--- config.mk ---
export PLATFORM = sky130hd
export DESIGN_NAME = usb_port_stsctl
export DESIGN_NICKNAME = d
export VERILOG_FILES = /design/src/rtl/psc_pkg.sv /design/src/rtl/psc_change_flag.sv /design/src/rtl/psc_link_watch.sv /design/src/rtl/usb_port_stsctl.sv
export SDC_FILE = /design/constraint.sdc
export NUM_CORES = 1
export LEC_CHECK = 0
export ABC_AREA = 1
export ABC_CLOCK_PERIOD_IN_PS = 1300
export BUFFER_PORTS_ARGS = -buffer_cell sky130_fd_sc_hd__buf_2
export CAP_MARGIN = 20
export CELL_PAD_IN_SITES_DETAIL_PLACEMENT = 1
export CELL_PAD_IN_SITES_GLOBAL_PLACEMENT = 2
export CORE_ASPECT_RATIO = 0.75
export CORE_MARGIN = 4
export CORE_UTILIZATION = 18
export DETAILED_ROUTE_END_ITERATION = 6
export GPL_TIMING_DRIVEN = 0
export PLACE_DENSITY = 0.87
export SLEW_MARGIN = 20
export SYNTH_ARGS = -nofsm -noshare
export SYNTH_HDL_FRONTEND = slang
export SYNTH_HIERARCHICAL = 1
export SYNTH_SLANG_ARGS = --single-unit
--- constraint.sdc ---
create_clock -name clk -period 1.3 [get_ports clk]
set_input_delay 0.13 -clock clk [delete_from_list [all_inputs] [get_ports clk]]
set_output_delay 0.13 -clock clk [all_outputs]
set_load 0.01 [all_outputs]
--- src/rtl/psc_pkg.sv ---
package psc_pkg;

   typedef enum logic [3:0] {
      LNK_U0         = 4'd0,
      LNK_U1         = 4'd1,
      LNK_U2         = 4'd2,
      LNK_U3         = 4'd3,
      LNK_DISABLED   = 4'd4,
      LNK_RXDETECT   = 4'd5,
      LNK_INACTIVE   = 4'd6,
      LNK_POLLING    = 4'd7,
      LNK_RECOVERY   = 4'd8,
      LNK_HOTRESET   = 4'd9,
      LNK_COMPLIANCE = 4'd10,
      LNK_TEST       = 4'd11,
      LNK_RESUME     = 4'd15
   } link_e;

   // Field positions software decodes
   localparam int BIT_CONN      = 0;
   localparam int BIT_EN        = 1;
   localparam int BIT_RST       = 4;
   localparam int LINK_LO       = 5;
   localparam int LINK_HI       = 8;
   localparam int SPEED_LO      = 10;
   localparam int SPEED_HI      = 13;
   localparam int BIT_STROBE    = 16;
   localparam int BIT_CSC       = 17;
   localparam int BIT_RC        = 21;
   localparam int BIT_PLC       = 22;
   localparam int BIT_WAKE_CONN = 25;
   localparam int BIT_WAKE_DISC = 26;
   localparam int BIT_WARM      = 31;

   // Write-1-to-clear flag bank
   localparam int NUM_FLAGS = 4;
   localparam int FLAG_EN   = 0;
   localparam int FLAG_CSC  = 1;
   localparam int FLAG_RC   = 2;
   localparam int FLAG_PLC  = 3;
   localparam int FLAG_POS [NUM_FLAGS] = '{BIT_EN, BIT_CSC, BIT_RC, BIT_PLC};

endpackage

--- src/rtl/psc_change_flag.sv ---
module psc_change_flag (
   input  logic clk,
   input  logic rst_n,
   input  logic set_i,
   input  logic clr_i,
   output logic flag_o
);

   // A set in the same cycle as a clear takes priority
   always_ff @(posedge clk or negedge rst_n) begin
      if (!rst_n)
         flag_o <= 1'b0;
      else if (set_i)
         flag_o <= 1'b1;
      else if (clr_i)
         flag_o <= 1'b0;
   end

endmodule

--- src/rtl/psc_link_watch.sv ---
module psc_link_watch
   import psc_pkg::*;
(
   input  logic       upd_i,
   input  logic [3:0] cur_i,
   input  logic [3:0] nxt_i,
   output logic       hit_o
);

   logic to_u0, to_resume, to_disabled, to_inactive;

   always_comb begin
      to_u0       = (nxt_i == LNK_U0) &&
                    ((cur_i == LNK_RECOVERY) || (cur_i == LNK_RESUME) ||
                     (cur_i == LNK_U3)       || (cur_i == LNK_U2));
      to_resume   = (cur_i == LNK_U3) && (nxt_i == LNK_RESUME);
      to_disabled = (cur_i == LNK_U0) && (nxt_i == LNK_DISABLED);
      to_inactive = (cur_i != LNK_INACTIVE) && (nxt_i == LNK_INACTIVE);
      hit_o       = upd_i && (to_u0 || to_resume || to_disabled || to_inactive);
   end

endmodule

--- src/rtl/usb_port_stsctl.sv ---
module usb_port_stsctl
   import psc_pkg::*;
#(
   parameter int         REG_W      = 32,
   parameter int         SPEED_W    = 4,
   parameter int         LINK_W     = 4,
   parameter logic [3:0] RESET_LINK = 4'd5
) (
   input  logic               clk,
   input  logic               rst_n,
   input  logic               wr_en,
   input  logic [REG_W-1:0]   wr_data,
   output logic [REG_W-1:0]   rd_data,
   input  logic               hw_connect,
   input  logic [SPEED_W-1:0] hw_speed,
   input  logic               hw_reset_active,
   input  logic               hw_warm_reset,
   input  logic               hw_port_enable,
   input  logic               hw_link_valid,
   input  logic [LINK_W-1:0]  hw_link_code,
   output logic               port_change
);

   localparam int SPEED_SPAN = SPEED_HI - SPEED_LO + 1;
   localparam int LINK_SPAN  = LINK_HI - LINK_LO + 1;

   // Elaboration checks: field layout is fixed by the software view
   if (REG_W != 32) begin : g_bad_reg_w
      $error("usb_port_stsctl: REG_W must be 32");
   end
   if (SPEED_W != SPEED_SPAN) begin : g_bad_speed_w
      $error("usb_port_stsctl: SPEED_W must match the speed field");
   end
   if (LINK_W != LINK_SPAN) begin : g_bad_link_w
      $error("usb_port_stsctl: LINK_W must match the link field");
   end

   logic               conn_q, rst_q, warm_q;
   logic [SPEED_W-1:0] speed_q;
   logic [LINK_W-1:0]  link_q, link_nxt;
   logic               wake_conn_q, wake_disc_q;
   logic               sw_link_wr, link_hit;
   logic [NUM_FLAGS-1:0] flag_set, flag_q;
   logic               unused_wr;

   // Hardware mirrors
   always_ff @(posedge clk or negedge rst_n) begin
      if (!rst_n) begin
         conn_q  <= 1'b0;
         rst_q   <= 1'b0;
         warm_q  <= 1'b0;
         speed_q <= '0;
      end else begin
         conn_q  <= hw_connect;
         rst_q   <= hw_reset_active;
         warm_q  <= hw_warm_reset;
         speed_q <= hw_speed;
      end
   end

   // Link state: hardware report beats a strobed software write
   assign sw_link_wr = wr_en && wr_data[BIT_STROBE];

   always_comb begin
      if (hw_link_valid)
         link_nxt = hw_link_code;
      else if (sw_link_wr)
         link_nxt = wr_data[LINK_HI:LINK_LO];
      else
         link_nxt = link_q;
   end

   always_ff @(posedge clk or negedge rst_n) begin
      if (!rst_n)
         link_q <= RESET_LINK;
      else
         link_q <= link_nxt;
   end

   psc_link_watch i_link_watch (
      .upd_i (hw_link_valid),
      .cur_i (link_q),
      .nxt_i (hw_link_code),
      .hit_o (link_hit)
   );

   // Plain read-write wake enables
   always_ff @(posedge clk or negedge rst_n) begin
      if (!rst_n) begin
         wake_conn_q <= 1'b0;
         wake_disc_q <= 1'b0;
      end else if (wr_en) begin
         wake_conn_q <= wr_data[BIT_WAKE_CONN];
         wake_disc_q <= wr_data[BIT_WAKE_DISC];
      end
   end

   // Change flag sources
   always_comb begin
      flag_set           = '0;
      flag_set[FLAG_EN]  = hw_port_enable;
      flag_set[FLAG_CSC] = hw_connect ^ conn_q;
      flag_set[FLAG_RC]  = rst_q & ~hw_reset_active;
      flag_set[FLAG_PLC] = link_hit;
   end

   for (genvar g = 0; g < NUM_FLAGS; g++) begin : g_flag
      psc_change_flag i_flag (
         .clk    (clk),
         .rst_n  (rst_n),
         .set_i  (flag_set[g]),
         .clr_i  (wr_en && wr_data[FLAG_POS[g]]),
         .flag_o (flag_q[g])
      );
   end

   // Read view
   always_comb begin
      rd_data                     = '0;
      rd_data[BIT_CONN]           = conn_q;
      rd_data[BIT_RST]            = rst_q;
      rd_data[LINK_HI:LINK_LO]    = link_q;
      rd_data[SPEED_HI:SPEED_LO]  = speed_q;
      rd_data[BIT_WAKE_CONN]      = wake_conn_q;
      rd_data[BIT_WAKE_DISC]      = wake_disc_q;
      rd_data[BIT_WARM]           = warm_q;
      for (int i = 0; i < NUM_FLAGS; i++)
         rd_data[FLAG_POS[i]] = flag_q[i];
   end

   assign port_change = flag_q[FLAG_CSC] | flag_q[FLAG_RC] | flag_q[FLAG_PLC];

   assign unused_wr = ^{wr_data[31:27], wr_data[24:23], wr_data[20:18],
                        wr_data[15:9], wr_data[4:2], wr_data[0]};

endmodule

Yosys cells after proc, flatten, opt, wreduce, memory -nomap -nowiden
Index checks and enable logic that the tools add are counted.
Word-level totals
  register bits after elaboration: 17
  input bits: 48
  output and inout port bits: 33
  logic and storage cells: 57
Cells by class
  equal/unequal tests: 8
  multiplexer cells: 10
  bitwise logic cells: 5
  reductions and logical operators: 23
Operators by type and width (number)
  equality test 4 bit, second input constant: 3
  logical AND 1 bit: 10
  nonzero test 2 bit: 5
  equality test 4 x 2 -> 1 bit, second input constant: 2
  equality test 4 x 3 -> 1 bit, second input constant: 2
  logical NOT 4 bit: 2
  2-to-1 mux 1 bit: 8
  2-to-1 mux 4 bit: 2
  logical OR 1 bit: 6
  != test 4 x 3 -> 1 bit, second input constant: 1
  bitwise OR 1 bit: 2
  AND 1 bit: 1
  inverter 1 bit: 1
  XOR 1 bit: 1

Logic depth before layout (Yosys ltp)
Gate-level depths: netlist (run 1).
  depth after elaboration: 10
  mapped depth: 10
  gate-level depth less buffers: 10

By module
Netlist (run 1), hierarchy kept.
Modules (own cells, without submodules)
  usb_port_stsctl: instances 1, cells each 82, area each 693.2 µm², seq. area each 327.8 µm²
  psc_change_flag: instances 4, cells each 5, area each 40.0 µm², seq. area each 25.0 µm²
  psc_link_watch: instances 1, cells each 30, area each 122.6 µm², seq. area each 0.0 µm²

Worst setup path before layout (run 1)
No wires, ideal clock.
  path type: register -> register
  from: reg link_q[2]
  to: reg g_flag[3].i_flag.flag_o
  setup time: 0.065 ns
  arrival time: 1.020 ns
  data required time: 1.235 ns
  setup slack: 0.215 ns
  stages on the path, launching flop included: 9
  buffers on the path: 0
  clock period less this slack: 1.085 ns
  path through: dfstp_2 -> nand2_1 -> nand3_1 -> nand2_1 -> nor2_1 -> nor2_1 -> nor2_1 -> inv_1 -> nand2_1
On the way
  word-level cells in the longest chain between the ends: 10
  elaborated cells on any way between the ends: 19
  classes of those cells: eq/ne (5); mux (1); reduce/logical (13)
Ends and longest elaborated chain
  start: declaration: RTL line usb_port_stsctl.sv:40  | logic [LINK_W-1:0] link_q, link_nxt;
  start signal: assignment: RTL line usb_port_stsctl.sv:77  | link_q <= link_nxt;
  equality test 4 bit: RTL line psc_link_watch.sv:14  | ((cur_i == LNK_RECOVERY) || (cur_i == LNK_RESUME) ||
  logical OR 1 bit (2 in series): RTL line psc_link_watch.sv:14
  logical OR 1 bit: RTL line psc_link_watch.sv:15  | (cur_i == LNK_U3) || (cur_i == LNK_U2));
  logical AND 1 bit: RTL line psc_link_watch.sv:13  | to_u0 = (nxt_i == LNK_U0) &&
  logical OR 1 bit (2 in series): RTL line psc_link_watch.sv:19  | hit_o = upd_i && (to_u0 || to_resume || to_disabled || to_inactive);
  logical OR 1 bit *: RTL line psc_link_watch.sv:19
  logical AND 1 bit *: RTL line psc_link_watch.sv:19
  net flag_set[3]: RTL line usb_port_stsctl.sv:43  | logic [NUM_FLAGS-1:0] flag_set, flag_q;
  2-to-1 mux 1 bit or nonzero test 2 bit (tied branches)
  end signal: assignment: RTL line psc_change_flag.sv:12  | flag_o <= 1'b0;
  end signal: assignment: RTL line psc_change_flag.sv:14  | flag_o <= 1'b1;
  end signal: assignment: RTL line psc_change_flag.sv:16  | flag_o <= 1'b0;
  end: declaration: RTL line psc_change_flag.sv:6  | output logic flag_o
The timed path passes the listed nets; every way through them passes the cells marked *.
A chain may end at the register's enable or synchronous reset.

Final worst setup path (run 1)
Same ends and word-level chain as after synthesis.

==> flow_metrics.tcl, run 1 <==
set metrics [dict create \
    rr_worst_depth 8 \
    cts_max_path_buffers 2 \
    synth_top_area_share_pct 38.46 \
    worstSetupEndpointType "flip-flop" \
    final_util_pct 28.80 \
    finalSetupViolCount 0 \
    synth-seq-cells 17 \
    place_area_um2 1334 \
    crit_arrival_ns 1.39 \
    dpl.hpwl_um 2099 \
    start_util_pct 19.27 \
    drt-initial-drc-count 7 \
    ys_types 14 \
    r2r_slack_ns 0.1 \
    cellLeakagePower_nw 0.8760 \
    synth_cells 132 \
    finClkSkew_ns 0.002762 \
    postCtsSetupBuffers 0 \
    dpl_worst_slack_ns 0.1062 \
    synth_edf_count 0 \
    muxShareOfSynthArea_pct 0 \
    vias_per_cell 3.396 \
    pin_count 81 \
    coreArea_um2 5065 \
    yosysSeqAreaShare_pct 43.85 \
    routed.top_layer "met4" \
    die-area_um2 6676 \
    fin_nets 250 \
    grt_max_degree 18 \
    die_h_um 71.77 \
    postCtsResizedCells 0 \
    start_kind "flip-flop" \
    post_drt_wl_per_cell_um 9.615 \
    routed-wl-met3_um 213 \
    finalSetupTns_ns 0 \
    outcome "finished, final reports clean" \
    synth_top_family_by_area "simple AND/OR/NAND/NOR gates" \
    ys_top_cells_by_area "dfrtp_1 (38%), nand2_1 (18%), buf_4 (16%)" \
    hold-path-cell-count 3 \
    final_common_cell "nand2_1" \
    finalHoldViolations 0 \
    yosys.area_share.xor_xnor_pct 0.8974 \
    synth-simple-area-share_pct 26.03 \
    cts_root_buffer "clkbuf_8" \
    wl_met2_um 1143 \
    gp_congestion 0.7414 \
    drc_errors 0 \
    grt_pass1_wl_um 4381 \
    powerDensity_nw_per_um2 921.5 \
    rsz0062_at_grt "true" \
    setup_ws_ns 0.09783 \
    synth_largest_area_cell "dfrtp_1" \
    synthAdderAreaFrac_pct 0 \
    grt_use_total_pct 8.131 \
    ir_worst_vdd_v 0.0002937 \
    grt_pass1_vias 924 \
    power_mw 1.344 \
    layout_common_cells "nand2_1 (48), buf_2 (43), inv_1 (21), buf_4 (21)" \
    grt_overflow 0 \
    routedLengthMet1_um 1261 \
    fp-row-count 22 \
    fp.dieW_um 93.03 \
    maxCapViolCount 0 \
    avgSynthCellArea_um2 7.393 \
    wirelength_um 2625 \
    synth-compound-area-share_pct 3.846 \
    required_ns 1.49 \
    port_buffers 43 \
    max_freq_mhz 831.8 \
    slew_violations 0 \
    post-route-period-util_pct 92.47 \
    final.min_clock_period_ns 1.202 \
    final_area_um2 1459 \
    timing_worst_setup_path_type "flip-flop to flip-flop" \
    clkTransAtPathRegs_ns 0.06 \
    tritoncts "yes" \
    antenna_found_initial 0 \
    vias 927 \
    synthesis.area_um2 975.9 \
    drt_pass1_iterations 3 \
    antenna_left 0 \
    async_reset_ff_share_pct 100.0 \
    cp_max_fo 7 \
    clock_latency_ns 0.25 \
    drive_gt1_share_pct 36.32 \
    yosys_warnings 6 \
    syn_to_final_growth_pct 49.49 \
    cts_max_level 1 \
    yosys_most_used_dff "dfrtp_1" \
    n_antenna_cell 0 \
    cts_inserted_buffers 3 \
    cts_sinks 17 \
    hold_path_class "input port to flip-flop" \
]
power by group:
group,total [mW],switching (mW),internal [mW]
Clock,0.385,0.168,0.217
Combinational,0.336,0.173,0.164
Sequential,0.623,0.0434,0.579
Total,1.34,0.385,0.960
final timing paths:
path                                         start                 endpoint
max                                      link_q[2]  g_flag[3].i_flag/flag_o
min                                 hw_port_enable  g_flag[0].i_flag/flag_o
max reg2reg                              link_q[2]  g_flag[3].i_flag/flag_o
min reg2reg                g_flag[0].i_flag/flag_o  g_flag[0].i_flag/flag_o
max in group asynchronous                    rst_n                link_q[0]
min in group asynchronous                    rst_n  g_flag[0].i_flag/flag_o
flip-flops by register name, indices dropped and copies added (netlist names):
name	flops
link_q	4
speed_q	4
conn_q	1
wake_conn_q	1
warm_q	1
rst_q	1
wake_disc_q	1
g_flag.i_flag/flag_o	4
what timing repair did:
action / 4_1_cts / 5_1_grt
hold endpoints to repair: 22 / 0
endpoints found under the setup margin: 0 / 1
hold buffers: 8 / 0
cells in the mapped netlist, types with 2 or more instances:
cell / n
buf_4: 21
dfrtp_1: 15
nand2_1: 48
a21oi_1: 2
nand2_4: 2
inv_2: 2
inv_1: 21
o21ai_0: 4
nor2_1: 7
dfstp_2: 2
nand3_1: 5
critical path: stages (launching register included):
cell and delay, ns:
dfstp_2 0.60, nand2_1 0.07, nand3_1 0.06, nand2_1 0.05, nor2_1 0.08, nor2_1 0.05, nor2_1 0.12, inv_1 0.06
nand2_1 0.05
final cells by class:
cell class	count	area (um2)
multi-input combinational	85	356.6
inverter	23	86.33
clock buffer	4	45.04
tap	72	90.09
sequential	17	427.9
buffer	21	157.7
fill	668	3606
timing repair buffer	51	295.3
per-stage QoR:
| stage | hold slack (ns) | instances |
|---|---|---|
| CTS | 0.06034 | 273 |
| global route | 0.08810 | 273 |
| detailed placement | 0.09173 | 261 |
| finish | 0.06895 | 273 |
| global placement | 0.07961 | 261 |
| floorplan | -0.1656 | 146 |
logic make-up (layout without fill, tap and decap cells):
family,count (synthesis),after routing
other,1,15
AND/OR/NAND/NOR,62,62
buffers and inverters,44,99
flip-flops,17,17
AO/OA/AOI/OAI,7,7
XOR/XNOR,1,1
routing by layer:
| metal | up-vias | global-route usage [%] |
|---|---|---|
| met1 | 404 | 11.38 |
| met4 | 0 | 0.4878 |
| met2 | 33 | 12.45 |
| met3 | 2 | 3.148 |
| li1 | 488 | - |
| met5 | - | 0 |
(Power assumes the default switching activity.)
==> run 2: changes to the inputs <==
--- a/config.mk
+++ b/config.mk
@@ -5,7 +5,6 @@
 export SDC_FILE = /design/constraint.sdc
 export NUM_CORES = 1
 export LEC_CHECK = 0
-export ABC_AREA = 1
 export ABC_CLOCK_PERIOD_IN_PS = 1300
 export BUFFER_PORTS_ARGS = -buffer_cell sky130_fd_sc_hd__buf_2
 export CAP_MARGIN = 20
@@ -13,10 +12,10 @@
 export CELL_PAD_IN_SITES_GLOBAL_PLACEMENT = 2
 export CORE_ASPECT_RATIO = 0.75
 export CORE_MARGIN = 4
-export CORE_UTILIZATION = 18
+export CORE_UTILIZATION = 19
 export DETAILED_ROUTE_END_ITERATION = 6
 export GPL_TIMING_DRIVEN = 0
-export PLACE_DENSITY = 0.87
+export PLACE_DENSITY = 0.86
 export SLEW_MARGIN = 20
 export SYNTH_ARGS = -nofsm -noshare
 export SYNTH_HDL_FRONTEND = slang
==> run 2 against run 1 <==
- utilization is 2.1 points higher
- clock power hardly changed
- worst hold slack worse by 0.046 ns
- count of clock-buffer cells in the layout stayed put
- combinational power is 1% lower
- first-iteration DRC count grew to 7.4 times the previous value
- largest cell class unchanged
- highest routed layer unchanged
==> flow_metrics.tcl, run 2 <==
set metrics [dict create \
    vias 821 \
    synth-compound-area-share_pct 16.30 \
    post_drt_wl_per_cell_um 12.19 \
    fp.dieW_um 88.39 \
    synth-simple-area-share_pct 14.27 \
    clock_latency_ns 0.24 \
    start_kind "flip-flop" \
    finClkSkew_ns 0.0009026 \
    finalHoldViolations 0 \
    cts_max_level 1 \
    n_antenna_cell 0 \
    dpl_worst_slack_ns -0.01672 \
    synth_top_area_share_pct 40.76 \
    cts_root_buffer "clkbuf_8" \
    syn_to_final_growth_pct 53.53 \
    grt_pass1_vias 824 \
    ir_worst_vdd_v 0.0003701 \
    synth_edf_count 0 \
    layout_common_cells "buf_2 (44), buf_4 (23), conb_1 (15), dfrtp_1 (15), dlygate4sd3_1 (7)" \
    yosysMostFrequentCell "buf_4" \
    tritoncts "yes" \
    finalSetupViolCount 0 \
    reg2reg_from "link_q[2]" \
    cp_max_fo 6 \
    slew_violations 0 \
    vias_per_cell 3.801 \
    ys_types 26 \
    final_util_pct 30.93 \
    async_reset_ff_share_pct 100.0 \
    yosys_warnings 6 \
    yosysSeqAreaShare_pct 46.47 \
    worstSetupEndpointType "flip-flop" \
    drt_pass1_iterations 4 \
    power_mw 1.330 \
    busiest_layer "met2" \
    die-area_um2 6036 \
    grt_pass1_wl_um 3933 \
    cts_max_path_buffers 2 \
    synthAdderAreaFrac_pct 0 \
    cts_sinks 17 \
    yosys.area_share.xor_xnor_pct 0.9511 \
    synth_cells 87 \
    ys_top_cells_by_area "dfrtp_1 (41%), buf_4 (16%), dfstp_2 (5.7%)" \
    ys_top_cells_by_count "buf_4 (20), dfrtp_1 (15), and3_1 (6)" \
    antenna_left 0 \
    clkTransAtPathRegs_ns 0.06 \
    met1_usage_pct 10.14 \
    regArea_um2 427.9 \
    synth-seq-cells 17 \
    final.min_clock_period_ns 1.279 \
    drive_gt1_share_pct 49.69 \
    drt-initial-drc-count 52 \
    grt_overflow 0 \
    muxShareOfSynthArea_pct 2.446 \
    fp-row-count 21 \
    hold_path_class "input port to flip-flop" \
    synth_top_family_by_area "buffers and inverters" \
    yosys_most_used_dff "dfrtp_1" \
    cellLeakagePower_nw 0.7337 \
    final_common_cell "buf_2" \
    use_met2_pct 15.21 \
    synthesis.area_um2 920.9 \
    maxCapViolCount 0 \
    outcome "finished, final reports clean" \
    wirelength_um 2634 \
    die_h_um 68.29 \
    hold_start "hw_connect" \
    grt_max_degree 18 \
    synth_largest_area_cell "dfrtp_1" \
    pin_count 81 \
    fin_nets 208 \
    port_buffers 44 \
    antenna_found_initial 0 \
    crit_path_start "link_q[2]" \
    powerDensity_nw_per_um2 940.8 \
    required_ns 1.49 \
    coreArea_um2 4572 \
    timing_worst_setup_path_type "flip-flop to flip-flop" \
    start_util_pct 20.14 \
    multi_input_area_um2 380.4 \
    gp_congestion 0.6939 \
    grt_use_total_pct 8.639 \
    post-route-period-util_pct 98.38 \
    dpl.hpwl_um 2034 \
    crit_arrival_ns 1.47 \
    max_freq_mhz 781.9 \
    fill_cells 562 \
    top_regs "g_flag.i_flag/flag_o: 4 flops, link_q: 4 flops, speed_q: 4 flops" \
    avgSynthCellArea_um2 10.58 \
    finalSetupTns_ns 0 \
    setup_ws_ns 0.02104 \
    cts_inserted_buffers 3 \
    rsz0062_at_grt "true" \
    use_met3_pct 3.249 \
    drc_errors 0 \
]
run 2: metrics by stage:
stage	instances	hold WS [ns]	instance area [um2]
floorplan	101	-0.1656	973.4
global placement	202	0.08319	1265
detailed placement	202	0.08367	1265
CTS	212	0.006636	1370
global route	216	0.01820	1414
finish	216	0.02322	1414
run 2: layer usage:
| metal | wire length (um) | vias up |
|---|---|---|
| met2 | 1405 | 22 |
| met4 | 8 | 0 |
| met1 | 1064 | 393 |
| li1 | - | 404 |
| met3 | 155 | 2 |
| met5 | 0 | - |
run 2: timing repair:
action,CTS,global route
setup endpoints to repair,1,2
hold buffers,6,1
gates cloned,0,0
endpoints found under the hold margin,20,1
setup buffers,0,3
pin swaps,1,3
resized for setup,0,2
run 2: final cells by class:
class | count | share of cell area, %
buffer | 21 | 11.42
clock buffer | 4 | 3.186
inverter | 4 | 1.062
multi-input combinational | 59 | 26.90
sequential | 17 | 30.27
tap | 57 | 5.044
timing repair buffer | 54 | 22.12
run 2: path summary, 6_finish.rpt:
| kind | to | slack [ns] | depth (start not counted) |
|---|---|---|---|
| hold / removal | conn_q | 0.02 | 1 |
| max in group asynchronous | link_q[0] | 0.65 | 2 |
| setup reg to reg | g_flag[3].i_flag/flag_o | 0.02 | 4 |
| hold reg to reg | g_flag[0].i_flag/flag_o | 0.48 | 1 |
| setup / recovery | g_flag[3].i_flag/flag_o | 0.02 | 4 |
| min in group asynchronous | rst_q | 0.34 | 2 |
run 2: cells by family (layout without fill, tap and decap cells):
logic type / Yosys count / count (layout)
buf+inv: 25 / 83
simple gates: 22 / 22
compound gates: 19 / 19
flops: 17 / 17
mux: 2 / 2
other cells: 1 / 15
xor+xnor: 1 / 1
run 2: report_power, final:
part	total, mW	internal, mW	switching [mW]
sequential	0.618	0.576	0.0413
combinational	0.331	0.185	0.146
clock	0.382	0.217	0.165
run 2: worst max-delay path, stage by stage (launching register included):
cell and delay (ns):
dfstp_2 0.59, and3_4 0.20, o221ai_2 0.10, a211oi_2 0.22, a21o_1 0.11
